**config.mk**
```make
export PLATFORM = sky130hd
export DESIGN_NAME = ddc_test_pattern_gen
export DESIGN_NICKNAME = d
export VERILOG_FILES = /design/src/rtl/tpg_pkg.sv /design/src/rtl/tpg_mode_track.sv /design/src/rtl/tpg_seq_state.sv /design/src/rtl/tpg_word_mux.sv /design/src/rtl/tpg_lane.sv /design/src/rtl/ddc_test_pattern_gen.sv
export SDC_FILE = /design/constraint.sdc
export NUM_CORES = 1
export LEC_CHECK = 0
export ABC_CLOCK_PERIOD_IN_PS = 3500
export BUFFER_PORTS_ARGS = -buffer_cell sky130_fd_sc_hd__buf_2
export CORE_UTILIZATION = 30
export DETAILED_ROUTE_END_ITERATION = 12
export HOLD_SLACK_MARGIN = 0.1
export SLEW_MARGIN = 10
export SYNTH_ARGS = -nofsm -noshare
export SYNTH_HDL_FRONTEND = slang
export SYNTH_SLANG_ARGS = --single-unit
```
**constraint.sdc**
```tcl
create_clock -name clk -period 3.5 [get_ports clk]
set_input_delay 0.7 -clock clk [delete_from_list [all_inputs] [get_ports clk]]
set_output_delay 0.7 -clock clk [all_outputs]
set_load 0.01 [all_outputs]
```
**src/rtl/tpg_pkg.sv**
```systemverilog
package tpg_pkg;

    localparam int TPG_DATA_W = 16;
    localparam int TPG_MODE_W = 4;
    localparam int TPG_LANES  = 2;

    localparam logic [TPG_MODE_W-1:0] MODE_PASS   = 4'h0;
    localparam logic [TPG_MODE_W-1:0] MODE_ZERO   = 4'h1;
    localparam logic [TPG_MODE_W-1:0] MODE_ONES   = 4'h2;
    localparam logic [TPG_MODE_W-1:0] MODE_TOGGLE = 4'h3;
    localparam logic [TPG_MODE_W-1:0] MODE_RAMP   = 4'h4;
    localparam logic [TPG_MODE_W-1:0] MODE_CUST1  = 4'h6;
    localparam logic [TPG_MODE_W-1:0] MODE_DOUBLE = 4'h7;
    localparam logic [TPG_MODE_W-1:0] MODE_DESKEW = 4'h8;
    localparam logic [TPG_MODE_W-1:0] MODE_SYNC   = 4'h9;

    typedef enum logic [3:0] {
        KIND_PASS,
        KIND_ZERO,
        KIND_ONES,
        KIND_TOGGLE,
        KIND_RAMP,
        KIND_CUST1,
        KIND_DOUBLE,
        KIND_DESKEW,
        KIND_SYNC
    } pat_kind_e;

    typedef struct packed {
        pat_kind_e kind;
        logic      fresh;
    } pat_ctl_t;

    // Unused codes fall back to pass-through.
    function automatic pat_kind_e decode_mode(input logic [TPG_MODE_W-1:0] code);
        pat_kind_e k;
        case (code)
            MODE_ZERO:   k = KIND_ZERO;
            MODE_ONES:   k = KIND_ONES;
            MODE_TOGGLE: k = KIND_TOGGLE;
            MODE_RAMP:   k = KIND_RAMP;
            MODE_CUST1:  k = KIND_CUST1;
            MODE_DOUBLE: k = KIND_DOUBLE;
            MODE_DESKEW: k = KIND_DESKEW;
            MODE_SYNC:   k = KIND_SYNC;
            default:     k = KIND_PASS;
        endcase
        return k;
    endfunction

    function automatic logic uses_phase(input pat_kind_e k);
        return (k == KIND_TOGGLE) || (k == KIND_DOUBLE);
    endfunction

endpackage

```
**src/rtl/tpg_mode_track.sv**
```systemverilog
module tpg_mode_track
    import tpg_pkg::*;
(
    input  logic                  clk,
    input  logic                  rst,
    input  logic                  adv,
    input  logic [TPG_MODE_W-1:0] mode,
    output pat_ctl_t              ctl
);

    pat_kind_e kind_now;
    pat_kind_e kind_last;

    always_comb begin
        kind_now  = decode_mode(mode);
        ctl.kind  = kind_now;
        ctl.fresh = (kind_now != kind_last);
    end

    always_ff @(posedge clk) begin
        if (rst) begin
            kind_last <= KIND_PASS;
        end else if (adv) begin
            kind_last <= kind_now;
        end
    end

endmodule

```
**src/rtl/tpg_seq_state.sv**
```systemverilog
module tpg_seq_state
    import tpg_pkg::*;
#(
    parameter int DATA_W = TPG_DATA_W
) (
    input  logic              clk,
    input  logic              rst,
    input  logic              adv,
    input  pat_ctl_t          ctl,
    output logic [DATA_W-1:0] ramp_cur,
    output logic              phase_cur
);

    logic [DATA_W-1:0] ramp_q;
    logic              phase_q;

    always_comb begin
        ramp_cur  = ctl.fresh ? '0   : ramp_q;
        phase_cur = ctl.fresh ? 1'b0 : phase_q;
    end

    always_ff @(posedge clk) begin
        if (rst) begin
            ramp_q  <= '0;
            phase_q <= 1'b0;
        end else if (adv) begin
            if (ctl.kind == KIND_RAMP) begin
                ramp_q <= ramp_cur + 1'b1;
            end
            if (uses_phase(ctl.kind)) begin
                phase_q <= ~phase_cur;
            end
        end
    end

endmodule

```
**src/rtl/tpg_word_mux.sv**
```systemverilog
module tpg_word_mux
    import tpg_pkg::*;
#(
    parameter int DATA_W = TPG_DATA_W
) (
    input  pat_kind_e         kind,
    input  logic [DATA_W-1:0] sample,
    input  logic [DATA_W-1:0] cust1,
    input  logic [DATA_W-1:0] cust2,
    input  logic [DATA_W-1:0] ramp_cur,
    input  logic              phase_cur,
    output logic [DATA_W-1:0] word
);

    // Alternating-bit word with the MSB set when DATA_W is even.
    logic [DATA_W-1:0] alt_hi;

    genvar b;
    generate
        for (b = 0; b < DATA_W; b++) begin : g_alt
            assign alt_hi[b] = (b % 2) == 1;
        end
    endgenerate

    always_comb begin
        case (kind)
            KIND_ZERO:   word = '0;
            KIND_ONES:   word = '1;
            KIND_TOGGLE: word = phase_cur ? ~alt_hi : alt_hi;
            KIND_RAMP:   word = ramp_cur;
            KIND_CUST1:  word = cust1;
            KIND_DOUBLE: word = phase_cur ? cust2 : cust1;
            KIND_DESKEW: word = alt_hi;
            KIND_SYNC:   word = '1;
            default:     word = sample;
        endcase
    end

endmodule

```
**src/rtl/tpg_lane.sv**
```systemverilog
module tpg_lane
    import tpg_pkg::*;
#(
    parameter int DATA_W = TPG_DATA_W
) (
    input  logic                  clk,
    input  logic                  rst,
    input  logic                  in_valid,
    input  logic [DATA_W-1:0]     sample,
    input  logic [TPG_MODE_W-1:0] mode,
    input  logic [DATA_W-1:0]     cust1,
    input  logic [DATA_W-1:0]     cust2,
    output logic [DATA_W-1:0]     word_q
);

    pat_ctl_t          ctl;
    logic [DATA_W-1:0] ramp_cur;
    logic              phase_cur;
    logic [DATA_W-1:0] word_d;

    tpg_mode_track u_track (
        .clk  (clk),
        .rst  (rst),
        .adv  (in_valid),
        .mode (mode),
        .ctl  (ctl)
    );

    tpg_seq_state #(.DATA_W(DATA_W)) u_state (
        .clk       (clk),
        .rst       (rst),
        .adv       (in_valid),
        .ctl       (ctl),
        .ramp_cur  (ramp_cur),
        .phase_cur (phase_cur)
    );

    tpg_word_mux #(.DATA_W(DATA_W)) u_mux (
        .kind      (ctl.kind),
        .sample    (sample),
        .cust1     (cust1),
        .cust2     (cust2),
        .ramp_cur  (ramp_cur),
        .phase_cur (phase_cur),
        .word      (word_d)
    );

    always_ff @(posedge clk) begin
        if (rst) begin
            word_q <= '0;
        end else if (in_valid) begin
            word_q <= word_d;
        end
    end

endmodule

```
**src/rtl/ddc_test_pattern_gen.sv**
```systemverilog
module ddc_test_pattern_gen
    import tpg_pkg::*;
#(
    parameter int DATA_W = TPG_DATA_W
) (
    input  logic                  clk,
    input  logic                  rst,
    input  logic                  in_valid,
    input  logic [DATA_W-1:0]     in_i,
    input  logic [DATA_W-1:0]     in_q,
    input  logic [TPG_MODE_W-1:0] mode_i,
    input  logic [TPG_MODE_W-1:0] mode_q,
    input  logic [DATA_W-1:0]     cust1,
    input  logic [DATA_W-1:0]     cust2,
    output logic                  out_valid,
    output logic [DATA_W-1:0]     out_i,
    output logic [DATA_W-1:0]     out_q
);

    localparam int LANE_I = 0;
    localparam int LANE_Q = 1;

    logic [DATA_W-1:0]     lane_sample [TPG_LANES];
    logic [TPG_MODE_W-1:0] lane_mode   [TPG_LANES];
    logic [DATA_W-1:0]     lane_word   [TPG_LANES];

    assign lane_sample[LANE_I] = in_i;
    assign lane_sample[LANE_Q] = in_q;
    assign lane_mode[LANE_I]   = mode_i;
    assign lane_mode[LANE_Q]   = mode_q;

    genvar g;
    generate
        for (g = 0; g < TPG_LANES; g++) begin : g_lane
            tpg_lane #(.DATA_W(DATA_W)) u_lane (
                .clk      (clk),
                .rst      (rst),
                .in_valid (in_valid),
                .sample   (lane_sample[g]),
                .mode     (lane_mode[g]),
                .cust1    (cust1),
                .cust2    (cust2),
                .word_q   (lane_word[g])
            );
        end
    endgenerate

    always_ff @(posedge clk) begin
        if (rst) begin
            out_valid <= 1'b0;
        end else begin
            out_valid <= in_valid;
        end
    end

    assign out_i = lane_word[LANE_I];
    assign out_q = lane_word[LANE_Q];

endmodule

```
# After elaboration in Yosys (flattened, before gate mapping)
# Memory sizes are Yosys's and may differ from the RTL's.
# Cells that the tools add are included.
word_totals:
  mem_bits_ro: 128
  register_bits: 75
  output_inout_bits: 33
  n_memories: 2
  in_bits: 75
memory_table:
  columns: ["memory", "words", "word_bits", "read_ports", "rd_ports_with_merged_regs", "write_ports", "line", "text"]
  rows:
  - ["(name not given)", 16, 4, 1, 0, 0, "tpg_pkg.sv:37", "case (code)"]
  - ["(name not given)", 16, 4, 1, 0, 0, "tpg_pkg.sv:37", null]
classes:
  n_reduce_logical: 8
  mux: 10
  bitwise_logic: 2
  addsub: 2
  n_eq_ne: 18
ops:
  columns: ["cell", "count"]
  rows:
  - ["16-bit one-hot mux with 7 select lines", 2]
  - ["16-bit 2-to-1 mux", 6]
  - ["16-bit by 1-bit adder with 16-bit output, second input constant", 2]
  - ["4-bit by 3-bit == test with 1-bit output, second input constant", 8]
  - ["4-bit by 2-bit == test with 1-bit output, second input constant", 4]
  - ["4-bit by 1-bit == test with 1-bit output, second input constant", 2]
  - ["4-bit == test, second input constant", 2]
  - ["4-bit inequality test", 2]
  - ["2-bit AND reduction", 4]
  - ["2-bit OR reduction", 2]
  - ["1-bit logical OR", 2]
  - ["1-bit 2-to-1 mux", 2]
  - ["1-bit inverter", 2]

# Logic depth before layout (Yosys ltp)
# Gate-level depths: netlist (run 1).
# An unclocked memory read counts as a cell.
logic_depth:
  depth_word: 5
  mapped_depth: 15
  ltp_nobuf: 12

# By module
# From an unflattened synthesis (run 1), not the netlist that was laid out.
hier_totals:
  cells_unflattened: 631
  area_unflattened_um2: 5455.2
by_module_without_submodules:
  columns: ["module", "cells_per_inst", "seq_area_each_um2", "n_inst", "area_each_um2"]
  rows:
  - ["tpg_word_mux", 82, 0.0, 2, 694.4]
  - ["tpg_lane", 52, 320.3, 2, 580.6]
  - ["tpg_seq_state at g_lane[0].u_lane.u_state", 143, 340.3, 1, 1128.6]
  - ["tpg_seq_state at g_lane[1].u_lane.u_state", 147, 340.3, 1, 1118.6]
  - ["tpg_mode_track at g_lane[0].u_lane.u_track", 36, 80.1, 1, 326.6]
  - ["tpg_mode_track at g_lane[1].u_lane.u_track", 35, 80.1, 1, 297.8]
  - ["ddc_test_pattern_gen", 2, 20.0, 1, 33.8]

# Worst setup path before layout (run 1)
# OpenSTA, ideal clock, no wires.
synth_path:
  path_kind: "input port to flip-flop"
  from: "in mode_i[0]"
  to: "reg g_lane[0].u_lane.u_state.ramp_q[14]"
  n_path_buf: 3
  arrival_ns: 3.470
  path_slack_ns: -0.044
  t_required_ns: 3.426
  path_stages: 15
  path_cell_list: "clkbuf_1 or3b_1 mux2_2 o2bb2ai_1 o22ai_1 clkbuf_1 clkbuf_1 nor2_1 ha_1 and3_1 nand3_1 nor2_1 nand3_1 or3_1 a31oi_1"
synth_via:
  elab_chain_len: 4
synth_lines:
  columns: ["element", "line", "text"]
  rows:
  - ["start: declaration", "ddc_test_pattern_gen.sv:11", "input logic [TPG_MODE_W-1:0] mode_i,"]
  - ["memory 16 x 4 bit (*)", null, null]
  - ["4-bit inequality test", "tpg_mode_track.sv:17", "ctl.fresh = (kind_now != kind_last);"]
  - ["16-bit 2-to-1 mux", "tpg_seq_state.sv:18", "ramp_cur = ctl.fresh ? '0 : ramp_q;"]
  - ["16-bit by 1-bit adder with 16-bit output", "tpg_seq_state.sv:28", "ramp_q <= ramp_cur + 1'b1;"]
  - ["end signal: assignment", "tpg_seq_state.sv:28", null]
  - ["end: declaration", "tpg_seq_state.sv:14", "logic [DATA_W-1:0] ramp_q;"]
# Mark *: on every way between the ends. The rest lies on a longest branch, timed or not.
# A chain may end at the register's enable or synchronous reset.

# Final worst setup path (run 1)
layout_path:
  from: "in mode_i[3]"
  to: "reg g_lane[0].u_lane.u_state.ramp_q[14]"
# The elaborated chain is that of the path after synthesis.

==> impl_metrics.ini, run 1 <==
[detailed_routing]
wirelength_mm = 19.1
drcViolationCount = 0
vias = 6118
routed_via_density = 5.66
antenna_left = 0
drtPass1Iterations = 6
dr.first_iter.drc_count = 598
wl_per_cell_um = 17.7

[power]
vdd_drop_max_mv = 0.275
fin_total_pwr_mw = 2.53
power.leakage_nw = 2.43
cellPowerDensity_mw_per_mm2 = 387

[cts]
holdBufCountCts = 0
clkLatencyLatePin_ns = 0.34
cts.sinks = 75
htreeDepth = 3
cts-root-buf = clkbuf_16
postCtsSetupBuffers = 0
cts_tree = built
clockBufferDepth = 2
clkTransAtPathRegs_ns = 0.06
ctsResizeCount = 0
cts_buffers = 9

[cells_and_area]
drive_gt1_share_pct = 20.2
n_fill_cell = 1811
area_delta_synth_final_pct = 23.0
fin_util_pct = 37.7
diodes = 0
finalNetCount = 927

[timing]
fin_tns_setup_ns = 0
rsz0062_at_grt = no
setup_viol = 0
hold_viol = 0
fmax_ghz = 0.319
skew_ns = 0.00722
period_share_pct = 89.6
worst_slew_margin_rel_pct = 30.6
setup_ws_ns = 0.366
slew_viol_final = 0
worst_pin_slew_ns = 1.04
min_period_ns = 3.13
whs_ns = 0.474

[grt]
grt_pass1_wl_mm = 29.9
grt_use_total_pct = 21.1
grt_antenna_before_repair = 0
grt_max_degree = 33
grt_pass1_vias = 5546
overflow = 0

[setup_path]
rr_worst_depth = 12
worstPathMaxFanout = 7
r2r_slack_ns = 0.68
crit_type = input pin to flip-flop
worstPathArrival_ns = 3.41
worstPathRequired_ns = 3.77
critPathCaptureType = flip-flop
reg2reg_from = g_lane[0].u_lane.u_track.kind_last[0]
critPathLaunchType = input pin
worstReg2RegEnd = g_lane[0].u_lane.u_state.ramp_q[14]

[placed_design]
dpl.hpwl_mm = 13.8
portBuffers = 107
pre_cts_ws_ns = 0.0525
gp_congestion = 0.878

[synth]
synth_cell_types = 61
async_reset_ff_share_pct = 0
ys_ff_latch = 75
synth_area_per_cell_um2 = 7.10
synth_ff_type = dfxtp_1
yosysWarningCount = 0
syn-num-nets = 825
synth_area_mm2 = 0.00531
synthCells = 748
seq_area_frac_synth_pct = 28.3
synth-edff-count = 0

[floorplan]
die-width_um = 135
rows = 48
io_pins = 108
dieArea_mm2 = 0.0182
core_mm2 = 0.0173
die_h_um = 135
floorplan.initialDensity_pct = 30.7

[min_path]
hold_start = g_lane[0].u_lane.u_state.ramp_q[1]
min_path_cells = 2
hold_class = flip-flop to flip-flop
min_to = g_lane[0].u_lane.u_state.ramp_q[1]

[outcome]
status = completed

[run]
drv_cap = 0
-- metrics by stage --
stage               std cells  instance area, um^2
finish                   1080                 6530
global route             1080                 6530
CTS                      1080                 6530
detailed placement       1064                 6190
global placement         1064                 6190
floorplan                 748                 5310
-- synthesized netlist by cell type, types with 9 or more instances --
master / n / share of area, %
dfxtp_1: 75 / 28
nor2_1: 126 / 8.9
a31oi_1: 11 / 1.3
inv_1: 17 / 1.2
a22oi_1: 18 / 2.5
o21ai_1: 40 / 3.8
mux2i_1: 29 / 5.5
a21oi_1: 43 / 4.1
and3_1: 11 / 1.3
nand2b_1: 10 / 1.2
o22ai_1: 21 / 2.5
nor3_1: 28 / 2.6
nand2_1: 51 / 3.6
nor2b_1: 19 / 2.2
o21ai_0: 38 / 3.6
or3_1: 25 / 2.9
a222oi_1: 14 / 2.6
clkbuf_1: 40 / 2.8
o221ai_1: 9 / 1.5
a211oi_1: 9 / 1.3
nand3_1: 22 / 2.1
-- cell families after synthesis --
group / share of synthesized area [%]
adders and majority gates: 0.471
and+or+nand+nor: 31.1
muxes: 5.89
AOI/OAI and AO/OA: 29.0
buffers and inverters: 5.25
DFF: 28.3
-- flip-flops by register name, indices dropped and copies added, names as in the netlist --
| signal | cells |
|---|---|
| g_lane.u_lane.u_track.kind_last | 8 |
| out_valid | 1 |
| g_lane.u_lane.u_state.phase_q | 2 |
| g_lane.u_lane.u_state.ramp_q | 32 |
| g_lane.u_lane.word_q | 32 |
-- how the worst max path moves through the flow --
stage / slack (ns) / from / endpoint
after detailed placement: 0.05 / mode_i[3] / g_lane[0].u_lane.u_state.ramp_q[14]
after floorplan: 0.01 / mode_i[0] / g_lane[0].u_lane.u_state.ramp_q[14]
after global placement: 0.11 / mode_i[3] / g_lane[0].u_lane.u_state.ramp_q[14]
final: 0.37 / mode_i[3] / g_lane[0].u_lane.u_state.ramp_q[14]
after global routing: 0.06 / mode_i[3] / g_lane[0].u_lane.u_state.ramp_q[14]
after CTS: 0.40 / mode_i[3] / g_lane[0].u_lane.u_state.ramp_q[14]
-- routing by layer --
metal  GRT usage (%)  part of all wire (%)  up-vias
met5               0                     0        -
li1                -                     -     2983
met1            29.8                    47     2814
met2            31.0                    42      279
met4            11.2                   3.7        0
met3            2.63                   7.2       42
-- placed cells by master, fill, tap and decap left out, types with 4 or more instances in the layout --
master / count
nor2_1: 126
buf_2: 107
dfxtp_1: 75
nand2_1: 51
a21oi_1: 43
o21ai_1: 40
o21ai_0: 38
buf_4: 35
mux2i_1: 29
nor3_1: 27
or3_1: 25
nand3_1: 22
o22ai_1: 21
nor2b_1: 19
a22oi_1: 18
inv_1: 17
a222oi_1: 14
a31oi_1: 11
and3_1: 11
nand2b_1: 10
a211oi_1: 9
clkbuf_16: 9
o221ai_1: 8
o211ai_1: 8
and2_1: 7
nand3b_1: 5
or3b_1: 4
or2_2: 4
a22o_1: 4
a21o_1: 4
-- where the power goes --
group / switching [mW] / internal [mW] / leakage, nW / total [mW]
combinational: 0.304 / 0.197 / 1.65 / 0.500
clock: 0.380 / 0.714 / 0.169 / 1.09
sequential: 0.0384 / 0.896 / 0.613 / 0.935
total: 0.722 / 1.81 / 2.43 / 2.53
-- critical path, cell delays in order --
cell	delay, ns
buf_2	0.14
or3b_1	0.36
a311o_1	0.36
a21oi_1	0.29
o22ai_1	0.20
nor2_1	0.14
ha_1	0.19
and3_1	0.22
nand3_1	0.12
nor2_1	0.15
nand3_1	0.11
or3_1	0.32
a31oi_1	0.12
-- layout make-up --
type | count | area [um^2] | share of cell area (%)
multi-input combinational | 605 | 3540 | 54.2
timing repair buffer | 142 | 798 | 12.2
clock inverter | 5 | 100 | 1.53
clock buffer | 11 | 243 | 3.72
inverter | 17 | 63.8 | 0.977
tap | 225 | 282 | 4.31
sequential | 75 | 1500 | 23.0
Note: power is estimated with default switching activity, not from simulation.
==> run 2: changes to the inputs <==
Settings changed: ABC_CLOCK_PERIOD_IN_PS 3500 to 3700, CORE_UTILIZATION 30 to 55, PLACE_DENSITY set to 0.8.
Clock period 3.5 ns to 3.7 ns, I/O delays scaled along.
==> impl_metrics.ini, run 2 (synthesis gave the netlist of run 1 again) <==
[setup_path]
worstPathRequired_ns = 3.95
critPathLaunchType = input pin
worstPathMaxFanout = 14
crit_type = input pin to flip-flop
cp_top_family = simple AND/OR/NAND/NOR gates
crit_chain = buf_2, or3b_1, or3_1, o2111a_2, nor3_2, and2_1, ha_1, and3_1, and2_1, nand3_1, a21o_1, a22oi_1, nor2_1
critPathBufInv = 1
worstPathArrival_ns = 3.48
cp_slowest_stage_delay_ns = 0.39
critPathCaptureType = flip-flop
slowest_stage = or3b_1
timing.critical_path.mode_cell = and2_1
reg2reg_from = g_lane[0].u_lane.u_track.kind_last[0]
crit_start = mode_q[1]

[cells_and_area]
n_fill_cell = 826
area_delta_synth_final_pct = 17.3
final_cell_area_mm2 = 0.00623
top_regs = g_lane.u_lane.u_state.ramp_q (32), g_lane.u_lane.word_q (32), g_lane.u_lane.u_track.kind_last (8)
regArea_mm2 = 0.00150
final_common_cell = nor2_1
finalNetCount = 921
final_cell_mix = 126 x nor2_1, 107 x buf_2, 75 x dfxtp_1, 51 x nand2_1, 43 x a21oi_1
multi_input_area_mm2 = 0.00354
drive_gt1_share_pct = 19.6
diodes = 0

[min_path]
hold_class = flip-flop to flip-flop
hold_start = g_lane[0].u_lane.u_state.ramp_q[1]

[power]
vdd_drop_max_mv = 0.205
clkPwrFrac_pct = 32.3
cellPowerDensity_mw_per_mm2 = 321
p_sw_share_pct = 32.5
p_seq_share_pct = 44.2
switchingPower_mw = 0.650
p_comb_share_pct = 23.5
power.leakage_nw = 2.33
internal_power_mw = 1.35

[placed_design]
gp_congestion = 0.925
pre_cts_ws_ns = 0.124
place_area_mm2 = 0.00603
portBuffers = 107
dpl.hpwl_mm = 13.1

[cts]
clockBufferDepth = 2
clkTransAtPathRegs_ns = 0.08
htreeDepth = 3
cts.sinks = 75
cts_tree = built
ctsResizeCount = 0
postCtsSetupBuffers = 0
clkLatencyLatePin_ns = 0.36
cts_buffers = 9
holdBufCountCts = 0
cts-root-buf = clkbuf_8

[floorplan]
io_pins = 108
core_mm2 = 0.00928
floorplan.initialDensity_pct = 57.2
rows = 35
die_h_um = 100
die-width_um = 100
dieArea_mm2 = 0.0101

[detailed_routing]
drcViolationCount = 0
wirelength_mm = 17.9
drtPass1Iterations = 9
antenna_left = 0
routed_via_density = 6.51
dr.first_iter.drc_count = 622
vias = 6363
wl_per_cell_um = 18.3

[grt]
grt_antenna_before_repair = 0
grt_pass1_wl_mm = 28.3
overflow = 0
grt_max_degree = 31
grt_pass1_vias = 5758
grt_use_total_pct = 35.7

[timing]
min_period_ns = 3.23
skew_ns = 0.0140
worst_pin_slew_ns = 0.959
fin_tns_setup_ns = 0
setup_ws_ns = 0.466
worst_slew_margin_rel_pct = 36.1
fmax_ghz = 0.309
period_share_pct = 87.4
hold_viol = 0
setup_viol = 0
rsz0062_at_grt = no
slew_viol_final = 0

[outcome]
status = completed

[run]
drv_cap = 0
==> run 2: metal layers <==
metal | global-route usage (%) | vias to the layer above | share of wire, %
li1 | - | 2956 | -
met1 | 47.6 | 2963 | 41
met2 | 56.1 | 406 | 45
met3 | 7.31 | 38 | 12
met4 | 14.8 | 0 | 2.4
met5 | 0 | - | 0
==> run 2: power groups by stage <==
stage / logic [mW] / clock network [mW] / registers (mW)
floorplan: 0.267 / 0 / 0.907
detailed placement: 0.459 / 0 / 0.899
global route: 0.512 / 0.690 / 0.886
global placement: 0.449 / 0 / 0.897
CTS: 0.461 / 0.651 / 0.881
finish: 0.470 / 0.646 / 0.883
==> run 2: worst min-delay path, cell delays in order, from the launching register on <==
cell,delay [ns]
dfxtp_1,0.33
nand2_1,0.05
a21oi_1,0.05
==> run 2: final timing paths <==
| path | cells past startpoint | slack, ns | to |
|---|---|---|---|
| setup / recovery | 13 | 0.47 | g_lane[1].u_lane.u_state.ramp_q[14] |
| hold / removal | 2 | 0.48 | g_lane[0].u_lane.u_state.ramp_q[1] |
| setup reg to reg | 12 | 0.84 | g_lane[0].u_lane.u_state.ramp_q[14] |
| hold reg to reg | 2 | 0.48 | g_lane[0].u_lane.u_state.ramp_q[1] |
==> run 2: final cells by class <==
class	instances	share of cell area [%]
repair buffers	136	12.3
flip-flops and latches	75	24.1
clock buffers	11	2.11
multi-input cells	605	56.9
inverters	17	1.02
clock inverters	5	1.00
well taps	129	2.59
==> run 2: stage by stage <==
step	std cells	util, %	hold WS [ns]	total power, mW
3_3_place_gp	962	65.0	0.457	1.35
6_report	978	67.1	0.475	2.00
4_1_cts	978	67.1	0.474	1.99
2_1_floorplan	748	-	0.445	1.17
5_1_grt	978	67.1	0.498	2.09
3_5_place_dp	962	65.0	0.462	1.36
